**config.mk**
```make
export PLATFORM = sky130hd
export DESIGN_NAME = sar_seq_ctrl
export DESIGN_NICKNAME = d
export VERILOG_FILES = /design/src/rtl/sar_seq_pkg.sv /design/src/rtl/sar_seq_timer.sv /design/src/rtl/sar_seq_reg.sv /design/src/rtl/sar_seq_swdrv.sv /design/src/rtl/sar_seq_ctrl.sv
export SDC_FILE = /design/constraint.sdc
export NUM_CORES = 1
export LEC_CHECK = 0
export BUFFER_PORTS_ARGS = -buffer_cell sky130_fd_sc_hd__buf_4
export CORE_MARGIN = 4
export CORE_UTILIZATION = 45
export CTS_CLUSTER_DIAMETER = 30
export DETAILED_ROUTE_END_ITERATION = 10
export GPL_ROUTABILITY_DRIVEN = 0
export PLACE_DENSITY_LB_ADDON = 0.08
export SLEW_MARGIN = 40
export SYNTH_ARGS = -nofsm -noshare
export SYNTH_HDL_FRONTEND = slang
export SYNTH_SLANG_ARGS = --single-unit
```
**constraint.sdc**
```tcl
create_clock -name clk -period 1.6 [get_ports clk]
set_input_delay 0.32 -clock clk [delete_from_list [all_inputs] [get_ports clk]]
set_output_delay 0.32 -clock clk [all_outputs]
set_load 0.03 [all_outputs]
```
**src/rtl/sar_seq_pkg.sv**
```systemverilog
package sar_seq_pkg;

  typedef enum logic [1:0] {
    SEL_VIN  = 2'b00,
    SEL_REFP = 2'b01,
    SEL_REFN = 2'b10
  } cap_sel_e;

  // Bit index tested in conversion cycle cyc (valid only in bit cycles).
  function automatic int unsigned bit_of_cycle(input int unsigned cyc,
                                               input int unsigned nbal,
                                               input int unsigned nbits);
    return nbits + nbal - cyc;
  endfunction

  // Switch for capacitor idx while bit tbit is on trial.
  function automatic cap_sel_e cap_select(input int unsigned idx,
                                          input int unsigned tbit,
                                          input logic        decided,
                                          input logic        trial_on);
    if (!trial_on)       return SEL_VIN;
    else if (idx > tbit) return decided ? SEL_REFP : SEL_REFN;
    else if (idx == tbit) return SEL_REFP;
    else                 return SEL_REFN;
  endfunction

endpackage

```
**src/rtl/sar_seq_timer.sv**
```systemverilog
module sar_seq_timer #(
  parameter int NBITS = 12,
  parameter int NBAL  = 3,
  localparam int NCYC = NBITS + NBAL,
  localparam int CW   = $clog2(NCYC + 1),
  localparam int IW   = $clog2(NBITS)
) (
  input  logic          clk,
  input  logic          rst,
  input  logic          start,
  output logic          busy,
  output logic          done,
  output logic [CW-1:0] cyc_cnt,
  output logic          accept,
  output logic          bal_phase,
  output logic          bit_phase,
  output logic          last_cycle,
  output logic [IW-1:0] bidx
);
  import sar_seq_pkg::*;

  localparam logic [CW-1:0] LAST = CW'(NCYC);
  localparam logic [CW-1:0] BALN = CW'(NBAL);

  assign accept     = start && !busy;
  assign bal_phase  = busy && (cyc_cnt <= BALN);
  assign bit_phase  = busy && (cyc_cnt > BALN);
  assign last_cycle = busy && (cyc_cnt == LAST);
  assign bidx       = IW'(bit_of_cycle(32'(cyc_cnt), NBAL, NBITS));

  always_ff @(posedge clk) begin
    if (rst) begin
      busy    <= 1'b0;
      done    <= 1'b0;
      cyc_cnt <= '0;
    end else begin
      done <= 1'b0;
      if (accept) begin
        busy    <= 1'b1;
        cyc_cnt <= CW'(1);
      end else if (last_cycle) begin
        busy    <= 1'b0;
        done    <= 1'b1;
        cyc_cnt <= '0;
      end else if (busy) begin
        cyc_cnt <= cyc_cnt + 1'b1;
      end
    end
  end
endmodule

```
**src/rtl/sar_seq_reg.sv**
```systemverilog
module sar_seq_reg #(
  parameter int NBITS = 12,
  localparam int IW   = $clog2(NBITS)
) (
  input  logic             clk,
  input  logic             rst,
  input  logic             accept,
  input  logic             bit_phase,
  input  logic             last_cycle,
  input  logic [IW-1:0]    bidx,
  input  logic             comp,
  output logic [NBITS-1:0] dec,
  output logic [NBITS-1:0] result
);
  logic [NBITS-1:0] dec_nx;

  always_comb begin
    dec_nx = dec;
    if (bit_phase) dec_nx[bidx] = comp;
  end

  always_ff @(posedge clk) begin
    if (rst) begin
      dec    <= '0;
      result <= '0;
    end else begin
      if (accept)         dec <= '0;
      else if (bit_phase) dec <= dec_nx;
      if (last_cycle)     result <= dec_nx;
    end
  end
endmodule

```
**src/rtl/sar_seq_swdrv.sv**
```systemverilog
module sar_seq_swdrv #(
  parameter int NBITS = 12,
  localparam int IW   = $clog2(NBITS)
) (
  input  logic               bit_phase,
  input  logic [IW-1:0]      bidx,
  input  logic [NBITS-1:0]   dec,
  output logic [2*NBITS-1:0] sw_sel
);
  import sar_seq_pkg::*;

  for (genvar i = 0; i < NBITS; i++) begin : g_cap
    assign sw_sel[2*i +: 2] = cap_select(i, 32'(bidx), dec[i], bit_phase);
  end
endmodule

```
**src/rtl/sar_seq_ctrl.sv**
```systemverilog
module sar_seq_ctrl #(
  parameter int NBITS = 12,
  parameter int NBAL  = 3,
  localparam int NCYC = NBITS + NBAL,
  localparam int CW   = $clog2(NCYC + 1),
  localparam int IW   = $clog2(NBITS)
) (
  input  logic               clk,
  input  logic               rst,
  input  logic               start,
  input  logic               comp,
  output logic               busy,
  output logic               done,
  output logic [NBITS-1:0]   result,
  output logic [2*NBITS-1:0] sw_sel
);
  logic [CW-1:0]    cyc_cnt;
  logic             accept;
  logic             bal_phase;
  logic             bit_phase;
  logic             last_cycle;
  logic [IW-1:0]    bidx;
  logic [NBITS-1:0] dec;

  sar_seq_timer #(.NBITS(NBITS), .NBAL(NBAL)) u_timer (
    .clk(clk), .rst(rst), .start(start), .busy(busy), .done(done),
    .cyc_cnt(cyc_cnt), .accept(accept), .bal_phase(bal_phase),
    .bit_phase(bit_phase), .last_cycle(last_cycle), .bidx(bidx)
  );

  sar_seq_reg #(.NBITS(NBITS)) u_reg (
    .clk(clk), .rst(rst), .accept(accept), .bit_phase(bit_phase),
    .last_cycle(last_cycle), .bidx(bidx), .comp(comp), .dec(dec),
    .result(result)
  );

  sar_seq_swdrv #(.NBITS(NBITS)) u_swdrv (
    .bit_phase(bit_phase), .bidx(bidx), .dec(dec), .sw_sel(sw_sel)
  );
endmodule

```
Yosys cells after proc, flatten, opt, wreduce, memory -nomap -nowiden

Cells that the tools add are included.

Reduce and logical (&&, ||, !) cells: 10
Div/mod/pow operators: 0
Bitwise logic cells: 0
Shift-type cells: 0
Multipliers: 0
Eq/ne operators: 12
$add $sub $neg: 2
Muxes and demuxes: 56
$lt $le $gt $ge: 14

Operators with widths:

| cell                | count |
|---|---|
| $mux 2              | 46 |
| $eq 3x4->1 const A  | 4 |
| $eq 4x4->1 const A  | 4 |
| $gt 3x4->1 const A  | 4 |
| $gt 4x4->1 const A  | 4 |
| $bwmux 12           | 1 |
| $mux 12             | 1 |
| $eq 2x4->1 const A  | 2 |
| $gt 2x4->1 const A  | 2 |
| $mux 1              | 7 |
| $lt 4x5->1 const B  | 1 |
| $add 4x1->4 const B | 1 |
| $demux 1 s4         | 1 |
| $eq 1x4->1 const A  | 1 |
| $eq 4x4->1 const B  | 1 |
| $ge 4x1->1 const B  | 1 |
| $gt 1x4->1 const A  | 1 |
| $gt 4x2->1 const B  | 1 |
| $logic_and 1x1->1   | 4 |
| $logic_not 4->1     | 1 |
| $sub 4x4->4 const A | 1 |
| $reduce_bool 3->1   | 1 |
| $reduce_or 3->1     | 1 |
| $reduce_bool 2->1   | 1 |
| other kinds (2)     | 2 |

Memories kept: 0
Register bits after elaboration: 30
Logic and storage cells: 100
Output and inout bits: 38
Bits in read-only memories: 0
Bits in writable memories: 0
Input bits: 4
Bits in latches: 0

Longest topological paths before layout

Gate-level depths: netlist of run 1.

Depth in word-level cells: 7
Depth in mapped cells: 7
Depth with buffers taken out: 5

By module

A second synthesis of run 1 with hierarchy kept.

Cells, all modules: 190
Area total of the unflattened synthesis: 1611.5 um2

Modules (own cells, without submodules):

| module        | instances | area each (um2) | cells each |
|---|---|---|---|
| sar_seq_reg   | 1         | 957.2           | 103 |
| sar_seq_swdrv | 1         | 367.9           | 55 |
| sar_seq_timer | 1         | 286.5           | 32 |

Worst setup path after synthesis of run 1

Ideal clock, no wire load.

Path type: register -> output
Start: reg u_timer.cyc_cnt[1]
End: out sw_sel[23]
Required time: 1.280 ns
Arrival: 1.896 ns
Setup slack: -0.616 ns
Cell stages (with the launch flop): 7
Path through: dfxtp_1 clkbuf_1 inv_1 ha_1 clkbuf_1 o21ai_0 nor3b_1

Cells in the longest elaborated chain, start to end: 5
Elaborated cells on any way between the ends: 8

RTL lines:

| item                                                | line                | text |
|---|---|---|
| from (decl)                                         | sar_seq_timer.sv:13 | `output logic [CW-1:0] cyc_cnt,` |
| from (signal assigned)                              | sar_seq_timer.sv:46 | `cyc_cnt <= cyc_cnt + 1'b1;` |
| branches (longest 4 deep; another with $sub 4x4->4) | n/a                 |  |
| $mux 2 *                                            | sar_seq_pkg.sv:21   | `if (!trial_on) return SEL_VIN;` |
| to (decl)                                           | sar_seq_ctrl.sv:15  | `output logic [2*NBITS-1:0] sw_sel` |

Mark *: on every way between the ends.

Final worst setup path of run 1

Start: reg u_timer.cyc_cnt[0]
End: out sw_sel[17]

The elaborated chain is that of the path after synthesis.

==> results of run 1 <==
==> cells by family after synthesis <==
family | after synthesis | synth area share, %
buffers and inverters | 26 | 8.03
flip-flops | 29 | 34.8
AND/OR/NAND/NOR | 87 | 26.5
AO/OA/AOI/OAI | 43 | 16.3
multiplexers | 16 | 9.60
XOR/XNOR | 2 | 1.05
adder cells (fa/ha/maj) | 5 | 3.75
==> repair_timing <==
action / CTS / global route
gates cloned: 0 / 1
gates resized for setup: 53 / 43
hold buffers: 0 / 0
pin swaps: 10 / 18
setup buffers: 8 / 9
setup endpoints to repair: 24 / 31
==> where the power goes <==
group	leakage, nW	internal [mW]	switching [mW]
combinational	0.852	0.100	0.132
sequential	0.238	0.724	0.0173
clock	0.0443	0.340	0.256
==> state kept, by name, summed over array words and instances, names as in the netlist <==
signal	count
u_reg.dec	11
u_reg.result	12
u_timer.busy	1
u_timer.cyc_cnt	4
u_timer.done	1
==> cells in the mapped netlist, types with 4 or more instances <==
cell type,n
a211oi_2,4
a21oi_1,20
buf_2,5
buf_4,6
clkbuf_1,7
dfxtp_1,29
ha_1,5
inv_1,5
mux2i_1,16
nand2_1,20
nand2b_1,4
nand3_1,4
nand4_1,4
nand4b_1,8
nor2_1,30
nor2b_1,4
nor3_1,7
o21ai_0,11
==> cell usage in the layout (no fill, tap or decap), types with 6 or more instances in the layout <==
cell	n
nor2_1	20
dfxtp_1	24
a21oi_2	10
nand4b_1	8
clkbuf_8	6
buf_6	26
a21oi_1	8
nand2_1	18
a211oi_2	6
buf_4	48
mux2i_1	15
nor2_2	9
==> per-stage QoR <==
stage	worst slack, ns	cell area [sq um]	util [%]	std cells	total power [mW]
finish	-0.171	2770	79.7	319	1.57
global route	-0.250	2770	79.7	319	1.65
CTS	-0.157	2530	73.0	311	1.54
detailed placement	0.0113	2210	63.9	297	0.922
global placement	0.0500	2210	63.9	297	0.916
floorplan	-0.0573	1800	-	208	0.868
==> per-layer routing <==
metal,up-vias,share of wire (%)
li1,849,-
met1,852,43
met2,64,50
met3,16,5.3
met4,0,2.2
met5,-,0
==> path summary, 6_finish.rpt <==
check / slack, ns / endpoint
worst max-delay path: -0.17 / sw_sel[17]
worst max register to register: -0.01 / u_reg.result[2]
worst min-delay path: 0.31 / u_timer.busy
worst min register to register: 0.46 / u_reg.result[11]
==> critical path: stages, from the launching register on <==
cell and delay [ns]:
dfxtp_4 0.38, ha_4 0.18, or3_4 0.34, a21oi_4 0.13, buf_6 0.14
==> cell type report <==
cell class                      instances  area share [%]
Clock buffer                            7            3.12
Tap cell                               46            2.08
Inverter                                7            1.54
Timing Repair Buffer                   77            26.0
Sequential cell                        29            21.7
Multi-Input combinational cell        153            45.6
==> results.toml, run 1 <==
[status]
status = "finished with violations"
violations = "setup timing"

[place]
dp_hpwl_microns = 3450
port_buffers = 41

[layout]
area_growth_pct = 65.8
num_antenna_cells = 0
register_area_sq_um = 599
multi_input_comb_area_sq_um = 1260
final_nets = 282
fillers = 223
final_layout_size_suffix_gt1_share_pct = 56.4

[route]
wl_per_cell_microns = 16.9
drt_wl_total_microns = 5400
vias = 1781
drt-initial-drc-count = 66
ant_nets = 0
drc = 0
firstDrtPassIters = 4
routed_via_density = 5.58

[global_route]
grt_pass1_vias = 1705
track_usage_pct = 23.5
top_usage_layer = "met2"
antenna_found_initial = 0
grt_max_degree = 18
grt_util_met3_pct = 5.35
grt_pass1_wl_microns = 8310
grt_util_met1_pct = 29.0
grt_overflow = 0
grt_use_met2_pct = 38.6

[sta]
tightest_slew_ns = 0.492
hold_ws_ns = 0.307
min_period_over_period_pct = 111
rsz0062_at_grt = "true"
final_hold_viol_count = 0
skew_ns = 0.00306
setup_slack_ns = -0.171
tns_ns = -2.18
report.final.slew_viol_count = 0
max_freq_mhz = 565
final.min_clock_period_ns = 1.77
setup_viol = 24
max-slew-margin-rel_pct = 67.2

[power]
vdd_drop_max_v = 0.000522
powerDensity_nw_per_um2 = 568
power_leakage_nw = 1.13

[critical_path]
worst-r2r-cell-count = 10
timing.rr.start = "u_timer.cyc_cnt[0]"
startpoint = "u_timer.cyc_cnt[0]"
worstSetupPathType = "register to output port"
cp.required_ns = 1.28
worstPathArrival_ns = 1.45
cp-start-kind = "register"
end_kind = "output port"
path_max_fanout = 4

[logic_synthesis]
synth-edff-count = 0
ys_warn_count = 0
async_flop_share_pct = 0
synthFlopType = "dfxtp_1"
synth_area_leader_cell = "dfxtp_1"
synth_cell_types = 31
ys_ff_latch = 29
synth_top_area_share_pct = 34.8
syn_avg_cell_area_sq_um = 8.02
seq_area_frac_synth_pct = 34.8
synth_nets = 217
yosys-top-cells-area = "dfxtp_1, mux2i_1, nor2_1"
postSynthCellCount = 208
synth_area_sq_um = 1670

[die]
die_area_sq_um = 4740
die_h_microns = 68.9
fp-row-count = 21
fp.dieW_microns = 68.9
io_pins = 42
core_region_area_sq_um = 3470
initial_core_util_pct = 48.1

[run]
maxCapViolations = 0

[hold_path]
whs_path_depth = 3
min_from = "start"
hp-class = "primary input to register"

[clock_tree]
cts_root_buf = "clkbuf_8"
clock_latency_ns = 0.28
cts_tree = "done"
path_clk_slew_ns = 0.06
cts.path.max_buffers = 2
cts_sinks = 29
cts-buffers-inserted = 5
cts_htree_levels = 2
Note: power is estimated with default switching activity, not from simulation.
==> run 2: changes to the inputs <==
CORE_UTILIZATION = 47   (was 45)
==> run 2 against run 1 <==
Against the previous run: the flow still finishes with violations (setup timing); core utilization up 4.2 points; worst setup slack worse by 0.11 ns; clock power down 29%.
==> results.toml, run 2 (same netlist as run 1, synthesis figures left out) <==
[clock_tree]
cts_htree_levels = 2
cts_sinks = 29
cts_tree = "done"
path_clk_slew_ns = 0.09
clock_latency_ns = 0.33
cts.path.max_buffers = 2
cts_root_buf = "clkbuf_4"
cts-buffers-inserted = 5

[sta]
skew_ns = 0.00911
final_hold_viol_count = 0
max_freq_mhz = 533
tightest_slew_ns = 0.444
report.final.slew_viol_count = 0
rsz0062_at_grt = "true"
setup_slack_ns = -0.278
min_period_over_period_pct = 117
hold_ws_ns = 0.268
max-slew-margin-rel_pct = 70.4
final.min_clock_period_ns = 1.88
setup_viol = 25

[critical_path]
timing.rr.start = "u_timer.cyc_cnt[0]"
worstPathCellList = "inv_4 -> or3_4 -> a21oi_4 -> buf_6"
cp-start-kind = "register"
critical_path.max_stage_delay_ns = 0.46
slowest_stage = "dfxtp_4"
rr_endpoint = "u_reg.result[5]"
rrSetupSlack_ns = -0.03
worst-path-buf-inv = 2
end_kind = "output port"
crit_family = "flip-flops"
path_max_fanout = 7
worstSetupPathType = "register to output port"
cp.required_ns = 1.28
worstPathArrival_ns = 1.56
worst-r2r-cell-count = 6

[hold_path]
min_from = "start"
hp-class = "primary input to register"
whs_path_depth = 3
holdPathEnd = "u_timer.busy"

[route]
ant_nets = 0
drc = 0
vias = 1936
drt-initial-drc-count = 176
wl_per_cell_microns = 19.3
firstDrtPassIters = 4
drt_wl_total_microns = 6290
routed_via_density = 5.94

[die]
die_area_sq_um = 4570
io_pins = 42
core_region_area_sq_um = 3390
fp.dieW_microns = 67.6
fp-row-count = 21
die_h_microns = 67.6
initial_core_util_pct = 49.2

[status]
status = "finished with violations"
violations = "setup timing"

[layout]
fillers = 196
final_nets = 288
regMostFlops = "u_reg.result"
largest_reg_flops = 12
num_antenna_cells = 0
reg.largest.list = "u_reg.result (12), u_reg.dec (11), u_timer.cyc_cnt (4)"
area_growth_pct = 70.6
layout_commonest_cell = "buf_4"
final_cell_mix = "buf_4, buf_6, dfxtp_1"
final_layout_size_suffix_gt1_share_pct = 55.0
fin_util_pct = 83.9

[global_route]
track_usage_pct = 24.1
grt_pass1_vias = 1712
grt_overflow = 0
grt_pass1_wl_microns = 8310
grt_max_degree = 19
antenna_found_initial = 0

[power]
powerDensity_nw_per_um2 = 503
power_leakage_nw = 1.14
vdd_drop_max_v = 0.000540

[place]
dp_hpwl_microns = 3480
port_buffers = 41
pre_cts_ws_ns = 0.0217

[run]
maxCapViolations = 0
run 2: cell count changes in the layout (fill, tap and decap cells not counted), sizes merged:
| cell | before | now |
|---|---|---|
| clkinv | 0 | 2 |
| buf | 76 | 82 |
| clkinvlp | 1 | 2 |
| inv | 6 | 5 |
| clkbuf | 8 | 7 |
run 2: worst max-delay path by stage:
stage	from	slack (ns)	cells after the start	endpoint
6_report	u_timer.cyc_cnt[2]	-0.28	4	sw_sel[17]
5_1_grt	u_timer.cyc_cnt[0]	-0.32	5	sw_sel[19]
4_1_cts	u_timer.cyc_cnt[0]	-0.21	4	sw_sel[17]
3_5_place_dp	u_timer.busy	0.02	3	u_reg.dec[11]
3_3_place_gp	u_timer.cyc_cnt[0]	0.06	6	sw_sel[5]
2_1_floorplan	u_timer.cyc_cnt[1]	-0.06	7	sw_sel[20]
run 2: worst reg2reg max path, delay by kind of cell, from the launching register on:
family / cells / cell delay [ns]
multiplexers: 1 / 0.34
AO/OA/AOI/OAI: 1 / 0.11
adder cells (fa/ha/maj): 1 / 0.26
flip-flops: 1 / 0.42
buffers and inverters: 2 / 0.21
AND/OR/NAND/NOR: 1 / 0.16
run 2: repair_timing:
item | in CTS | in global routing
setup buffers | 10 | 14
endpoints found under the setup margin | 24 | 25
hold buffers | 0 | 0
pin swaps | 7 | 12
gates resized for setup | 59 | 52
gates cloned | 0 | 1
run 2: final cells by class:
type                       count  area, sq um  share of cell area [%]
clock buffer                   6         41.3                    1.45
clock inverter                 2         10.0                   0.352
inverter                       7         48.8                    1.72
multi-input combinational    153         1270                    44.6
sequential                    29          599                    21.1
tap                           46         57.6                    2.02
timing repair buffer          83          818                    28.8
run 2: power by group:
part	internal (mW)	switching, mW
clock network	0.167	0.255
logic	0.120	0.153
registers	0.722	0.0146
run 2: stage by stage:
stage	setup TNS [ns]	area (sq um)	std cells	total power [mW]
after floorplan	-0.228	1800	208	0.868
after global placement	0	2190	295	0.908
after detailed placement	0	2190	295	0.913
after CTS	-3.30	2540	313	1.37
after global routing	-5.48	2850	326	1.49
final	-4.04	2850	326	1.43
run 2: per-layer routing:
metal  part of all wire, %  global-route usage [%]  vias up  routed length (microns)
met5                     0                       0        -                        0
met4                   2.7                    11.4        0                      172
met3                   7.8                    4.99       23                      488
met2                    49                    39.6      111                     3100
met1                    40                    29.9      945                     2530
li1                      -                       -      857                        -
==> run 3: changes to the inputs <==
SETUP_SLACK_MARGIN = 0.02   (was default)
==> run 3 against run 2 <==
Against the previous run: the run still ends with setup timing left; worst setup slack got worse by 0.048 ns; die area unchanged; non-clock buffer count increased by 4; count of clock-buffer cells in the layout decreased by 1; final area increased by 3.0%; sequential share of layout area decreased by 0.62 points; first-iteration DRC count decreased by 32%; cell count increased by 1.2%; critical path type unchanged; largest power group unchanged; highest routed layer unchanged.
==> results.toml, run 3 (same netlist as run 1, synthesis figures left out) <==
[status]
status = "finished with violations"
violations = "setup timing"

[critical_path]
cp.required_ns = 1.28
path_max_fanout = 4
cp-start-kind = "register"
timing.rr.start = "u_timer.cyc_cnt[0]"
startpoint = "u_timer.cyc_cnt[1]"
end_kind = "output port"
worstSetupPathType = "register to output port"
worstPathArrival_ns = 1.61

[route]
vias = 1882
firstDrtPassIters = 4
drt_wl_total_microns = 6230
drc = 0
drt-initial-drc-count = 120
wl_per_cell_microns = 18.9
ant_nets = 0
routed_via_density = 5.70

[global_route]
grt_pass1_wl_microns = 8410
grt_util_met1_pct = 28.2
grt_max_degree = 19
antenna_found_initial = 0
track_usage_pct = 24.6
grt_util_met3_pct = 4.33
top_usage_layer = "met2"
grt_use_met2_pct = 43.3
grt_pass1_vias = 1792
grt_overflow = 0

[clock_tree]
cts_htree_levels = 2
cts_sinks = 29
cts.path.max_buffers = 2
cts_root_buf = "clkbuf_4"
cts-buffers-inserted = 5
cts_tree = "done"
postCtsHoldBufs = 0
clock_latency_ns = 0.34
path_clk_slew_ns = 0.10

[sta]
max_freq_mhz = 519
setup_viol = 24
max-slew-margin-rel_pct = 60.2
setup_slack_ns = -0.326
skew_ns = 0.00704
tightest_slew_ns = 0.597
final.min_clock_period_ns = 1.93
min_period_over_period_pct = 120
report.final.slew_viol_count = 0
final_hold_viol_count = 0
rsz0062_at_grt = "true"
hold_ws_ns = 0.249

[layout]
regMostFlops = "u_reg.result"
area_growth_pct = 75.8
num_antenna_cells = 0
reg.largest.list = "u_reg.result (12), u_reg.dec (11), u_timer.cyc_cnt (4)"
final_layout_size_suffix_gt1_share_pct = 61.6
final_nets = 292
layout_commonest_cell = "buf_4"
final_cell_mix = "buf_4, buf_6, dfxtp_1"
fin_cells = 330
largest_reg_flops = 12
fin_util_pct = 86.5
fillers = 170

[place]
dp_hpwl_microns = 3530
pre_cts_ws_ns = -0.0766
post-place-cells = 299
port_buffers = 41

[die]
fp-row-count = 21
die_area_sq_um = 4570
core_region_area_sq_um = 3390
io_pins = 42
initial_core_util_pct = 49.2
die_h_microns = 67.6
fp.dieW_microns = 67.6

[run]
maxCapViolations = 0

[hold_path]
min_from = "start"
hp-class = "primary input to register"

[power]
powerDensity_nw_per_um2 = 494
power_leakage_nw = 1.19
vdd_drop_max_v = 0.000505
power_mw = 1.45
## run 3: path summary, 6_finish.rpt
path	cells after the start	slack, ns	endpoint
worst max-delay path	6	-0.33	sw_sel[21]
worst min-delay path	3	0.25	u_timer.busy
worst max register to register	9	0	u_reg.result[7]
worst min register to register	2	0.47	u_reg.result[4]
## run 3: layer usage
metal	part of all wire [%]	wire, microns	vias up
met5	0	0	-
met4	3.3	207	0
met3	5.5	342	20
met2	52	3210	88
met1	40	2470	902
li1	-	-	872
## run 3: repair_timing
item,4_1_cts,5_1_grt
endpoints found under the setup margin,24,35
buffers inserted,10,10
cloned,0,3
pin swaps,16,22
resized for setup,66,48
hold endpoints to repair,0,0
## run 3: power by group
group | total (mW) | internal [mW] | leakage, nW | switching, mW
Clock | 0.437 | 0.165 | 0.0310 | 0.272
Combinational | 0.277 | 0.119 | 0.922 | 0.158
Sequential | 0.734 | 0.722 | 0.238 | 0.0120
## run 3: stage by stage
step	TNS, ns	area [sq um]
after floorplan	-0.285	1810
after global placement	0	2220
after detailed placement	-0.187	2220
after CTS	-3.03	2590
after global routing	-6.17	2930
final	-4.56	2930
## run 3: layout make-up
cell class | count | area (sq um) | share of cell area, %
multi-input combinational | 153 | 1320 | 45.1
timing repair buffer | 87 | 857 | 29.2
sequential | 29 | 599 | 20.4
tap | 46 | 57.6 | 1.96
inverter | 7 | 40.0 | 1.37
clock buffer | 5 | 37.5 | 1.28
clock inverter | 3 | 17.5 | 0.598
## run 3: critical path, cell delays in order (launching register included)
cell     delay, ns
dfxtp_4       0.39
inv_4         0.11
ha_4          0.17
inv_4         0.05
o21ai_0       0.21
and3_1        0.19
buf_4         0.15
